**src/rtl/mprot_pkg.sv**
```systemverilog
package mprot_pkg;

    localparam int ADDR_W  = 32;
    localparam int GRAN_LG = 6;

    typedef enum logic [1:0] {
        CFG_BASE = 2'd0,
        CFG_ATTR = 2'd1,
        CFG_ARM  = 2'd2
    } cfg_kind_e;

    typedef enum logic {
        ST_SETUP = 1'b0,
        ST_GUARD = 1'b1
    } guard_state_e;

    typedef struct packed {
        logic       valid;
        logic       perm_a;
        logic       perm_w;
        logic [5:0] size_lg;
    } attr_t;

    // Address bits that take part in the comparison for a given size code.
    function automatic logic [ADDR_W-1:0] region_mask(input logic [5:0] s);
        if (s >= 6'd32)
            return '0;
        else if (s < 6'(GRAN_LG))
            return {ADDR_W{1'b1}} << GRAN_LG;
        else
            return {ADDR_W{1'b1}} << s;
    endfunction

endpackage

```
**src/rtl/mprot_ctrl.sv**
```systemverilog
module mprot_ctrl
    import mprot_pkg::*;
(
    input  logic clk,
    input  logic rst_n,
    input  logic arm_req,
    output logic guarding
);

    guard_state_e state_q, state_d;

    always_ff @(posedge clk or negedge rst_n) begin
        if (!rst_n)
            state_q <= ST_SETUP;
        else
            state_q <= state_d;
    end

    always_comb begin
        state_d = state_q;
        unique case (state_q)
            ST_SETUP: if (arm_req) state_d = ST_GUARD;
            ST_GUARD: state_d = ST_GUARD;
        endcase
    end

    always_comb begin
        guarding = (state_q == ST_GUARD);
    end

endmodule

```
**src/rtl/mprot_table.sv**
```systemverilog
module mprot_table
    import mprot_pkg::*;
#(
    parameter  int N  = 8,
    parameter  int IW = 3,
    localparam int SW = (N > 1) ? $clog2(N) : 1
) (
    input  logic              clk,
    input  logic              rst_n,
    input  logic              wr_en,
    input  logic [1:0]        wr_kind,
    input  logic [IW-1:0]     wr_idx,
    input  logic [ADDR_W-1:0] wr_data,
    input  logic [ADDR_W-1:0] acc_addr,
    input  logic              acc_write,
    output logic              hit,
    output logic              allow
);

    logic [N-1:0] match;
    attr_t        attr_all [N];
    logic [SW-1:0] sel;
    attr_t        sel_attr;

    for (genvar g = 0; g < N; g++) begin : g_ent
        logic [ADDR_W-1:GRAN_LG] base_r;
        attr_t                   attr_r;

        always_ff @(posedge clk or negedge rst_n) begin
            if (!rst_n) begin
                base_r <= '0;
                attr_r <= '0;
            end else if (wr_en && wr_idx == IW'(g)) begin
                if (wr_kind == 2'(CFG_BASE))
                    base_r <= wr_data[ADDR_W-1:GRAN_LG];
                else if (wr_kind == 2'(CFG_ATTR))
                    attr_r <= '{valid:   wr_data[0],
                                perm_a:  wr_data[1],
                                perm_w:  wr_data[2],
                                size_lg: wr_data[8:3]};
            end
        end

        assign attr_all[g] = attr_r;
        assign match[g]    = attr_r.valid &&
            (((acc_addr ^ {base_r, {GRAN_LG{1'b0}}}) & region_mask(attr_r.size_lg)) == '0);
    end

    // Lowest index wins: scan downward so the last assignment is the lowest hit.
    always_comb begin
        sel = '0;
        for (int i = N - 1; i >= 0; i--) begin
            if (match[i]) sel = SW'(i);
        end
    end

    assign sel_attr = attr_all[sel];
    assign hit      = |match;
    assign allow    = hit && (acc_write ? sel_attr.perm_w : sel_attr.perm_a);

endmodule

```
**src/rtl/mprot_guard.sv**
```systemverilog
module mprot_guard
    import mprot_pkg::*;
#(
    parameter  int NUM_I = 8,
    parameter  int NUM_D = 8,
    localparam int NMAX  = (NUM_I > NUM_D) ? NUM_I : NUM_D,
    localparam int IDX_W = (NMAX > 1) ? $clog2(NMAX) : 1
) (
    input  logic              clk,
    input  logic              rst_n,
    input  logic              cfg_we,
    input  logic [1:0]        cfg_kind,
    input  logic              cfg_dside,
    input  logic [IDX_W-1:0]  cfg_idx,
    input  logic [ADDR_W-1:0] cfg_wdata,
    input  logic              ifetch_valid,
    input  logic [ADDR_W-1:0] ifetch_addr,
    input  logic              data_valid,
    input  logic [ADDR_W-1:0] data_addr,
    input  logic              data_write,
    output logic              viol_valid,
    output logic [ADDR_W-1:0] viol_addr,
    output logic              viol_data
);

    logic guarding;
    logic arm_req;
    logic i_hit, i_allow, d_hit, d_allow;
    logic i_fault, d_fault;

    assign arm_req = cfg_we && (cfg_kind == 2'(CFG_ARM)) && cfg_wdata[0];

    mprot_ctrl u_ctrl (
        .clk      (clk),
        .rst_n    (rst_n),
        .arm_req  (arm_req),
        .guarding (guarding)
    );

    mprot_table #(.N(NUM_I), .IW(IDX_W)) u_itab (
        .clk       (clk),
        .rst_n     (rst_n),
        .wr_en     (cfg_we && !cfg_dside),
        .wr_kind   (cfg_kind),
        .wr_idx    (cfg_idx),
        .wr_data   (cfg_wdata),
        .acc_addr  (ifetch_addr),
        .acc_write (1'b0),
        .hit       (i_hit),
        .allow     (i_allow)
    );

    mprot_table #(.N(NUM_D), .IW(IDX_W)) u_dtab (
        .clk       (clk),
        .rst_n     (rst_n),
        .wr_en     (cfg_we && cfg_dside),
        .wr_kind   (cfg_kind),
        .wr_idx    (cfg_idx),
        .wr_data   (cfg_wdata),
        .acc_addr  (data_addr),
        .acc_write (data_write),
        .hit       (d_hit),
        .allow     (d_allow)
    );

    assign i_fault = ifetch_valid && !i_allow;
    assign d_fault = data_valid && !d_allow;

    always_ff @(posedge clk or negedge rst_n) begin
        if (!rst_n) begin
            viol_valid <= 1'b0;
            viol_addr  <= '0;
            viol_data  <= 1'b0;
        end else begin
            viol_valid <= guarding && (i_fault || d_fault);
            viol_addr  <= i_fault ? ifetch_addr : data_addr;
            viol_data  <= !i_fault;
        end
    end

endmodule

```
**config.mk**
```make
export PLATFORM = sky130hd
export DESIGN_NAME = mprot_guard
export DESIGN_NICKNAME = d
export VERILOG_FILES = /design/src/rtl/mprot_pkg.sv /design/src/rtl/mprot_ctrl.sv /design/src/rtl/mprot_table.sv /design/src/rtl/mprot_guard.sv
export SDC_FILE = /design/constraint.sdc
export NUM_CORES = 1
export LEC_CHECK = 0
export ABC_AREA = 1
export BUFFER_PORTS_ARGS = -buffer_cell sky130_fd_sc_hd__buf_2
export CORE_UTILIZATION = 55
export CTS_BUF_LIST = sky130_fd_sc_hd__clkbuf_8
export CTS_CLUSTER_SIZE = 20
export DETAILED_ROUTE_END_ITERATION = 12
export PLACE_DENSITY_LB_ADDON = 0.08
export RECOVER_POWER = 25
export SETUP_SLACK_MARGIN = 0.2
export SKIP_LAST_GASP = 1
export SLEW_MARGIN = 20
export SYNTH_ARGS = -nofsm -noshare
export SYNTH_HDL_FRONTEND = slang
export SYNTH_HIERARCHICAL = 1
export SYNTH_SLANG_ARGS = --single-unit
```
**constraint.sdc**
```tcl
create_clock -name clk -period 2.8 [get_ports clk]
set_input_delay 0 -clock clk [delete_from_list [all_inputs] [get_ports clk]]
set_output_delay 0 -clock clk [all_outputs]
set_load 0.005 [all_outputs]
```
# Word level (Yosys, flattened, before mapping)
# Index checks and enable logic that the tools add are counted.
# totals
wordCells	335
input_bits	108
out_inout_bits	34
register_bits	595
# classes
mux	58
shift	16
reduce_logical	98
bitwise	36
magnitude_cmp	34
eq_ne	9
# op_table
cell	n
$mux 32	33
$and 32x32->32	16
$logic_not 32->1	16
$shl 32x6->32 const A	16
$xor 32x32->32	16
$ge 6x6->1 const B	16
$lt 6x3->1 const B	16
$bmux 9 s3	2
$mux 3	16
$reduce_and 3->1	16
$logic_and 1x1->1	41
$mux 8	4
$reduce_and 2->1	16
$reduce_or 8->1	2
$eq 3x3->1 const B	4
$ge 4x4->1 const B	2
$not 3->4	2
$eq 3x2->1 const B	2
$logic_not 1->1	4
$eq 3x1->1 const B	1
$logic_not 3->1	1
$eq 2x1->1 const B	1
$eq 2x2->1 const B	1
$logic_not 2->1	1
4 further kinds	6

# Depth between registers and ports, before layout
# Gate-level depths: netlist of run 1.
# depth
depth_word	24
ltp_mapped	29
mapped_depth_nobuf	27

# By module
# Netlist of run 1, hierarchy kept.
# by_module_without_submodules
module	cells_each	area_per_inst_um2	instances	seq_area_each_um2
mprot_table	1955	15590.0	2	7006.7
mprot_guard	153	1423.9	1	850.8
mprot_ctrl	4	36.3	1	25.0

# Least setup slack after synthesis of run 1
# OpenSTA, ideal clock, no wires.
# synth_timing
path_type	reg2reg
from	reg u_itab.g_ent[0].attr_r, in the netlist u_itab/attr_all[67]
to	reg viol_addr[21]
setup_time_ps	116
path_stages_with_launch	22
required_time_ps	2684
arrival_ps	2271
setup_slack_ps	413
cell_sequence	dfrtp_1 > buf_4 > inv_2 > buf_4 > o21ai_0 > o32ai_1 > nor4_4 > nand3_4 > nand2_1 > inv_2 > nand2_4 > inv_2 > nand3_1 > nand3_1 > nand2_1 > nand2_1 > nand2_1 > inv_4 > nand2_8 > buf_6 > nand2_1 > nand2_1
# synth_between
elab_chain_cells	15
# synth_lines
item	line	text
start, declared	mprot_table.sv:27	attr_t attr_r;
start signal, assigned	mprot_table.sv:37	attr_r <= '{valid: wr_data[0],
$shl 32x6->32 / $lt 6x3->1 (equally long branches)	mprot_pkg.sv:31, mprot_pkg.sv:28	
$mux 32	mprot_pkg.sv:28	else if (s < 6'(GRAN_LG))
$mux 32 *	mprot_pkg.sv:26	if (s >= 6'd32)
$and 32x32->32 *	mprot_table.sv:46	(((acc_addr ^ {base_r, {GRAN_LG{1'b0}}}) & region_mask(attr_r.size_lg)) == '0);
$logic_not 32->1 *	mprot_table.sv:46	
$logic_and 1x1->1 *	mprot_table.sv:45	assign match[g] = attr_r.valid &&
$mux 3	mprot_table.sv:53	if (match[i]) sel = SW'(i);
$not 3->4 (implied by the code)	mprot_table.sv:57	assign sel_attr = attr_all[sel];
$bmux 9 s3	mprot_table.sv:57	
$mux 8 (implied by the code) (2 in series)	mprot_table.sv:57	
$logic_and 1x1->1 *	mprot_table.sv:59	assign allow = hit && (acc_write ? sel_attr.perm_w : sel_attr.perm_a);
via i_allow	mprot_guard.sv:28	logic i_hit, i_allow, d_hit, d_allow;
$logic_not 1->1 *	mprot_guard.sv:66	assign i_fault = ifetch_valid && !i_allow;
$logic_and 1x1->1 *	mprot_guard.sv:66	
$mux 32 *	mprot_guard.sv:76	viol_addr <= i_fault ? ifetch_addr : data_addr;
end signal, assigned	mprot_guard.sv:76	
end, declared	mprot_guard.sv:22	output logic [ADDR_W-1:0] viol_addr,
# The timed path passes the listed nets; every way through them passes the cells marked *. The select of a mux whose other input is x is not followed.
# A chain may end at the register's enable or synchronous reset.

# Worst setup path in the final report of run 1
# layout_timing
from	reg u_itab.g_ent[4].attr_r, in the netlist u_itab/attr_all[28]
to	reg viol_addr[25]
# layout_between
elab_chain_cells	19
# layout_lines
item	line
start, declared	mprot_table.sv:27
start signal, assigned	mprot_table.sv:37
$shl 32x6->32 / $lt 6x3->1 (equally long branches)	mprot_pkg.sv:31, mprot_pkg.sv:28
$mux 32	mprot_pkg.sv:28
$mux 32 *	mprot_pkg.sv:26
$and 32x32->32 *	mprot_table.sv:46
$logic_not 32->1 *	mprot_table.sv:46
$logic_and 1x1->1 *	mprot_table.sv:45
$mux 3 (5 in series)	mprot_table.sv:53
$not 3->4 (implied by the code)	mprot_table.sv:57
$bmux 9 s3	mprot_table.sv:57
$mux 8 (implied by the code) (2 in series)	mprot_table.sv:57
$logic_and 1x1->1 *	mprot_table.sv:59
via i_allow	mprot_guard.sv:28
$logic_not 1->1 *	mprot_guard.sv:66
$logic_and 1x1->1 *	mprot_guard.sv:66
$mux 32 *	mprot_guard.sv:76
# Marked as above.

==> out/qor.yml, run 1 <==
run_status:
  status: "finished, violations left"
  violations: "capacitance limit, slew limit, setup timing"
routing:
  wl_met3_um: 18700
  route.detailed.drc: 0
  drtIter0Drc: 4102
  num_vias: 31075
  met1_length_um: 55200
  firstDrtPassIters: 6
  routed.top_layer: "met5"
  wl_met2_um: 44100
  wl_um: 120000
  avgViaCountPerCell: 5.76
  wire_per_inst_um: 22.2
  ant_nets: 0
power_and_ir_drop:
  power_density_mw_per_mm2: 642
  irDropWorstVdd_mv: 0.477
  leakagePower_nw: 19.3
synth:
  ys_warn_count: 6
  avgSynthCellArea_um2: 8.03
  synthCells: 4065
  syn_area_mm2: 0.0326
setup_path:
  startpoint_type: "flop"
  required_ns: 3.37
  criticalPathCategory: "reg -> reg"
  cp-end-kind: "flop"
  crit_arrival_ns: 3.63
  critPathLaunch: "u_itab/attr_all[28]"
  crit_top_cell: "nand2_2"
  timing.rr.start: "u_itab/attr_all[28]"
  critPathSlowestCell: "dfrtp_1"
  slowest_delay_ns: 0.44
  worst-path-max-fanout: 7
cells_and_area:
  nFillCells: 4893
  area_growth_pct: 21.4
  layout.nets: 4655
  post-route-util: 0.681
  drive_gt1_frac: 0.183
placement:
  post-place-ws_ns: -0.325
  port_buffers: 141
  globalplace.congestion: 0.996
  hpwl_um: 86500
clock_network:
  cts.sinks: 595
  root_buffer: "clkbuf_8"
  cts_tree: "done"
  cts_max_path_buffers: 3
  htreeDepth: 3
  clock_latency_ns: 0.72
  path_clk_slew_ns: 0.06
  cts_buffers: 102
sta:
  tightest_slew_ns: 1.96
  finalCriticalPeriod_ns: 3.06
  period_share: 1.09
  slew-limit-headroom: -0.304
  setup_viol: 34
  finalHoldViolCount: 0
  rsz0062_at_grt: "yes"
  slew_violations: 18
  finalClockSkew_ns: 0.0423
  setup_slack_ns: -0.263
  setup_tns_ns: -5.91
  fmax_mhz: 326
grt:
  gr-total-overflow: 0
  grt_max_degree: 74
  antenna_found_initial: 4
  grt_pass1_wl_um: 178000
  grt_pass1_vias: 27765
  gr-usage-all-layers: 0.397
floorplan:
  die_w_um: 246
  core_region_area_mm2: 0.0581
  die-area_mm2: 0.0603
  placementRows: 88
  start_util: 0.561
  pin_count: 142
  die_y_um: 246
flow_run:
  max_cap_violations: 1
min_path:
  hold_path.class: "in -> reg"
  hp-start: "data_addr[5]"
==> state kept, by name (all words and copies together) (netlist names) <==
| name | cells |
|---|---|
| viol_valid | 1 |
| u_dtab/g_ent.base_r | 208 |
| u_dtab/attr_all | 72 |
| u_ctrl/guarding | 1 |
| u_itab/attr_all | 72 |
| u_itab/g_ent.base_r | 208 |
| viol_data | 1 |
| viol_addr | 32 |
==> through the flow <==
step	hold WS [ns]	cells	area [um2]	power [mW]
after global placement	0.0609	5085	36000	16.6
after CTS	0.0133	5387	39600	25.2
after detailed placement	0.0606	5085	36000	16.7
after global routing	0.0828	5392	39600	26.6
final	0.0565	5394	39600	25.4
after floorplan	-0.296	4067	32600	14.2
==> final timing paths <==
check | slack [ns] | end | cells past startpoint
worst min register to register | 0.46 | u_ctrl/guarding | 2
worst max-delay path | -0.26 | viol_addr[25] | 26
worst min-delay path | 0.06 | viol_addr[5] | 4
max in group asynchronous | 0.37 | u_itab/attr_all[0] | 3
min in group asynchronous | 1.22 | u_dtab/attr_all[64] | 3
worst max register to register | -0.26 | viol_addr[25] | 26
==> power by group <==
part / internal, mW / switching, mW / total, mW
sequential: 9.70 / 0.915 / 10.6
combinational: 2.59 / 3.88 / 6.47
clock: 4.53 / 3.78 / 8.32
==> per-layer routing <==
metal | GRT usage | vias to the layer above
met5 | 0 | -
li1 | - | 14372
met3 | 0.157 | 126
met4 | 0.0776 | 4
met2 | 0.488 | 1818
met1 | 0.639 | 14755
==> worst max-delay path, delay by kind of cell, from the launching register on <==
kind                   cells  cell delay (ns)
and+or+nand+nor           20             1.78
DFF                        1             0.44
buffers and inverters      5             0.64
AOI/OAI and AO/OA          1             0.06
==> final cells by class <==
cell class,count,area (um2),area share
Antenna cell,3,7.51,0.000190
Clock buffer,134,1840,0.0466
Clock inverter,49,294,0.00742
Inverter,257,982,0.0248
Multi-Input combinational cell,2973,15900,0.400
Sequential cell,595,14900,0.376
Tap cell,765,957,0.0242
Timing Repair Buffer,618,4760,0.120
==> cells in the final DEF, fill, tap and decap left out, types with 134 or more instances in the layout <==
cell type / instances
xor2_1: 262
buf_4: 335
nor2_1: 155
nand2_1: 1035
clkbuf_8: 134
buf_2: 143
dfrtp_1: 581
inv_1: 251
nand3_1: 282
o21ai_0: 669
==> repair_timing <==
item,in CTS,in global routing
hold buffers,102,0
pin swaps,15,30
setup endpoints to repair,34,34
buffers inserted,13,4
gates resized for setup,86,38
gates cloned,4,0
hold endpoints to repair,1086,0
(Power assumes the default switching activity.)
==> inputs of run 2 (changes only) <==
Settings changed: SETUP_SLACK_MARGIN 0.2 to 0.05.
==> run 2 against run 1 <==
Net effect: the run still ends with capacitance limit, slew limit, setup timing left; clock-buffer cell count is the same; sequential cell count is the same; non-clock buffer count shrank 1; setup slack gained 0.044 ns; sequential power is essentially flat; hold slack gained 0.0038 ns; routed wire length shrank 0.25%; final area shrank 0.14%; combinational power is essentially flat; power is essentially flat; largest cell class unchanged; highest routed layer unchanged.
==> out/qor.yml, run 2 (synthesis results as in run 1) <==
run_status:
  status: "finished, violations left"  # unchanged
  violations: "capacitance limit, slew limit, setup timing"  # unchanged
clock_network:
  clock_latency_ns: 0.71  # was 0.72 ns
  cts.sinks: 595  # unchanged
  htreeDepth: 3  # unchanged
  cts_tree: "done"  # unchanged
  cts_buffers: 102  # unchanged
  root_buffer: "clkbuf_8"  # unchanged
  path_clk_slew_ns: 0.06  # about the same
  cts_max_path_buffers: 3  # unchanged
power_and_ir_drop:
  leakagePower_nw: 19.3  # about the same
  power_density_mw_per_mm2: 642  # about the same
  irDropWorstVdd_mv: 0.476  # was 0.477 mV
  power_mw: 25.4  # about the same
min_path:
  hp-start: "data_addr[5]"  # unchanged
  whs_endpoint: "viol_addr[5]"  # unchanged
  hold_path.class: "in -> reg"  # unchanged
  whs_path_depth: 4  # unchanged
placement:
  port_buffers: 141  # unchanged
  hpwl_um: 86500  # unchanged
  post-place-ws_ns: -0.325  # unchanged
  globalplace.congestion: 0.996  # unchanged
cells_and_area:
  final_common_cell: "nand2_1"  # unchanged
  drive_gt1_frac: 0.181  # was 0.183
  final_cell_mix: "nand2_1, o21ai_0, dfrtp_1"  # unchanged
  layout.nets: 4654  # was 4,655
  area_growth_pct: 21.2  # was 21.4%
  largestRegisters: "u_dtab/g_ent.base_r (208), u_itab/g_ent.base_r (208)"  # unchanged
setup_path:
  criticalPathCategory: "reg -> reg"  # unchanged
  critPathSlowestCell: "dfrtp_2"  # was dfrtp_1
  worst-path-max-fanout: 8  # was 7
  regToRegEndpoint: "viol_addr[3]"  # was viol_addr[25]
  cp_num_buf_inv: 5  # unchanged
  cp-end-kind: "flop"  # unchanged
  rrSetupSlack_ns: -0.22  # was -0.26 ns
  crit_top_cell: "nand2_1"  # was nand2_2
  timing.rr.start: "u_itab/attr_all[2]"  # was u_itab/attr_all[28]
  cp_top_family: "simple AND/OR/NAND/NOR gates"  # unchanged
  startpoint_type: "flop"  # unchanged
  slowest_delay_ns: 0.50  # was 0.44 ns
  required_ns: 3.38  # was 3.37 ns
  crit_arrival_ns: 3.60  # was 3.63 ns
  reg2reg_depth: 27  # was 26
routing:
  ant_nets: 0  # unchanged
  wire_per_inst_um: 22.2  # about the same
  drtIter0Drc: 3998  # was 4,102
  wl_um: 119000  # was 120,000 um
  avgViaCountPerCell: 5.77  # was 5.76
  num_vias: 31134  # about the same
  route.detailed.drc: 0  # unchanged
  firstDrtPassIters: 6  # unchanged
grt:
  grt_pass1_vias: 27765  # unchanged
  gr-usage-all-layers: 0.397  # unchanged
  grt_max_degree: 74  # unchanged
  grt_pass1_wl_um: 178000  # unchanged
  antenna_found_initial: 4  # unchanged
  gr-total-overflow: 0  # unchanged
floorplan:
  placementRows: 88  # unchanged
  die_y_um: 246  # unchanged
  die_w_um: 246  # unchanged
  die-area_mm2: 0.0603  # unchanged
  core_region_area_mm2: 0.0581  # unchanged
  pin_count: 142  # unchanged
  start_util: 0.561  # unchanged
sta:
  finalCriticalPeriod_ns: 3.02  # was 3.06 ns
  finalClockSkew_ns: 0.0422  # was 0.0423 ns
  period_share: 1.08  # was 1.09
  setup_tns_ns: -5.78  # was -5.91 ns
  tightest_slew_ns: 1.96  # about the same
  rsz0062_at_grt: "yes"  # unchanged
  slew_violations: 18  # unchanged
  setup_slack_ns: -0.219  # was -0.263 ns
  setup_viol: 34  # unchanged
  finalHoldViolCount: 0  # unchanged
  fmax_mhz: 331  # was 326 MHz
  slew-limit-headroom: -0.310  # was -0.304
flow_run:
  max_cap_violations: 1  # unchanged
## run 2: cell types whose count changed in the layout (fill, tap and decap cells not counted)
cell / delta
diode_2: -1
nand2_2: -7
nand3_1: -1
nor2_2: +1
nand2_4: -2
buf_16: -1
nand2_1: +9
nand3_4: +1
nor2_4: -1
## run 2: per-layer routing
layer / global-route usage / vias to the layer above / wire, um
met1: 0.639 / 14770 / 55300
met4: 0.0776 / 4 / 1660
met5: 0 / - / 28
li1: - / 14370 / -
met3: 0.157 / 122 / 18600
met2: 0.488 / 1868 / 43700
## run 2: how the worst max path moves through the flow
stage / startpoint / endpoint / slack, ns / depth (start not counted)
2_1_floorplan: u_itab/attr_all[67] / viol_addr[21] / 0.41 / 21
3_3_place_gp: u_itab/attr_all[2] / viol_addr[28] / -0.31 / 27
3_5_place_dp: u_itab/attr_all[2] / viol_addr[4] / -0.33 / 27
4_1_cts: u_itab/attr_all[2] / viol_addr[25] / -0.12 / 27
5_1_grt: u_itab/attr_all[2] / viol_addr[13] / -0.50 / 27
6_report: u_itab/attr_all[2] / viol_addr[3] / -0.22 / 27
## run 2: worst reg2reg max path, stage by stage (launching register included)
cell	delay [ns]
dfrtp_2	0.50
buf_6	0.14
buf_4	0.10
nand3_1	0.07
nand3_1	0.06
nand2_1	0.07
nor2_2	0.09
nand2_1	0.09
nor2_4	0.12
nand2_4	0.10
nor2_2	0.11
nand2_1	0.05
nand2_1	0.05
nand2_1	0.05
nand2_1	0.08
nand2_2	0.07
nand2_4	0.12
nand2_4	0.09
nand2_1	0.10
nand3_2	0.08
nand3_2	0.07
nand3_2	0.08
nand2_4	0.12
clkinv_8	0.09
buf_6	0.14
buf_6	0.12
nand3_1	0.07
nand2_1	0.08
## run 2: area by class of cell
| class | count | area (um2) |
|---|---|---|
| Multi-Input combinational cell | 2973 | 15800 |
| Timing Repair Buffer | 617 | 4730 |
| Sequential cell | 595 | 14900 |
| Fill cell | 4899 | 18600 |
| Inverter | 257 | 982 |
| Clock inverter | 49 | 294 |
| Clock buffer | 134 | 1840 |
| Antenna cell | 2 | 5.00 |
| Tap cell | 765 | 957 |
## run 2: what timing repair did
item / in CTS / in global routing
cloned: 4 / 0
setup endpoints to repair: 34 / 34
hold buffers: 102 / 0
hold endpoints to repair: 1086 / 0
setup buffers: 13 / 4
gates resized for setup: 86 / 28
pin swaps: 15 / 33
## run 2: through the flow
| step | instance area [um2] | util | cells | hold slack, ns |
|---|---|---|---|---|
| floorplan | 32600 | - | 4067 | -0.296 |
| detailed placement | 36000 | 0.619 | 5085 | 0.0606 |
| global placement | 36000 | 0.619 | 5085 | 0.0609 |
| finish | 39500 | 0.680 | 5392 | 0.0604 |
| CTS | 39600 | 0.681 | 5387 | 0.0133 |
| global route | 39500 | 0.680 | 5391 | 0.0828 |
## run 2: report_power, final
group	total, mW	internal (mW)	leakage, nW	switching, mW
registers	10.6	9.70	7.87	0.914
clock network	8.31	4.53	1.22	3.77
logic	6.46	2.59	10.2	3.87
total	25.4	16.8	19.3	8.56
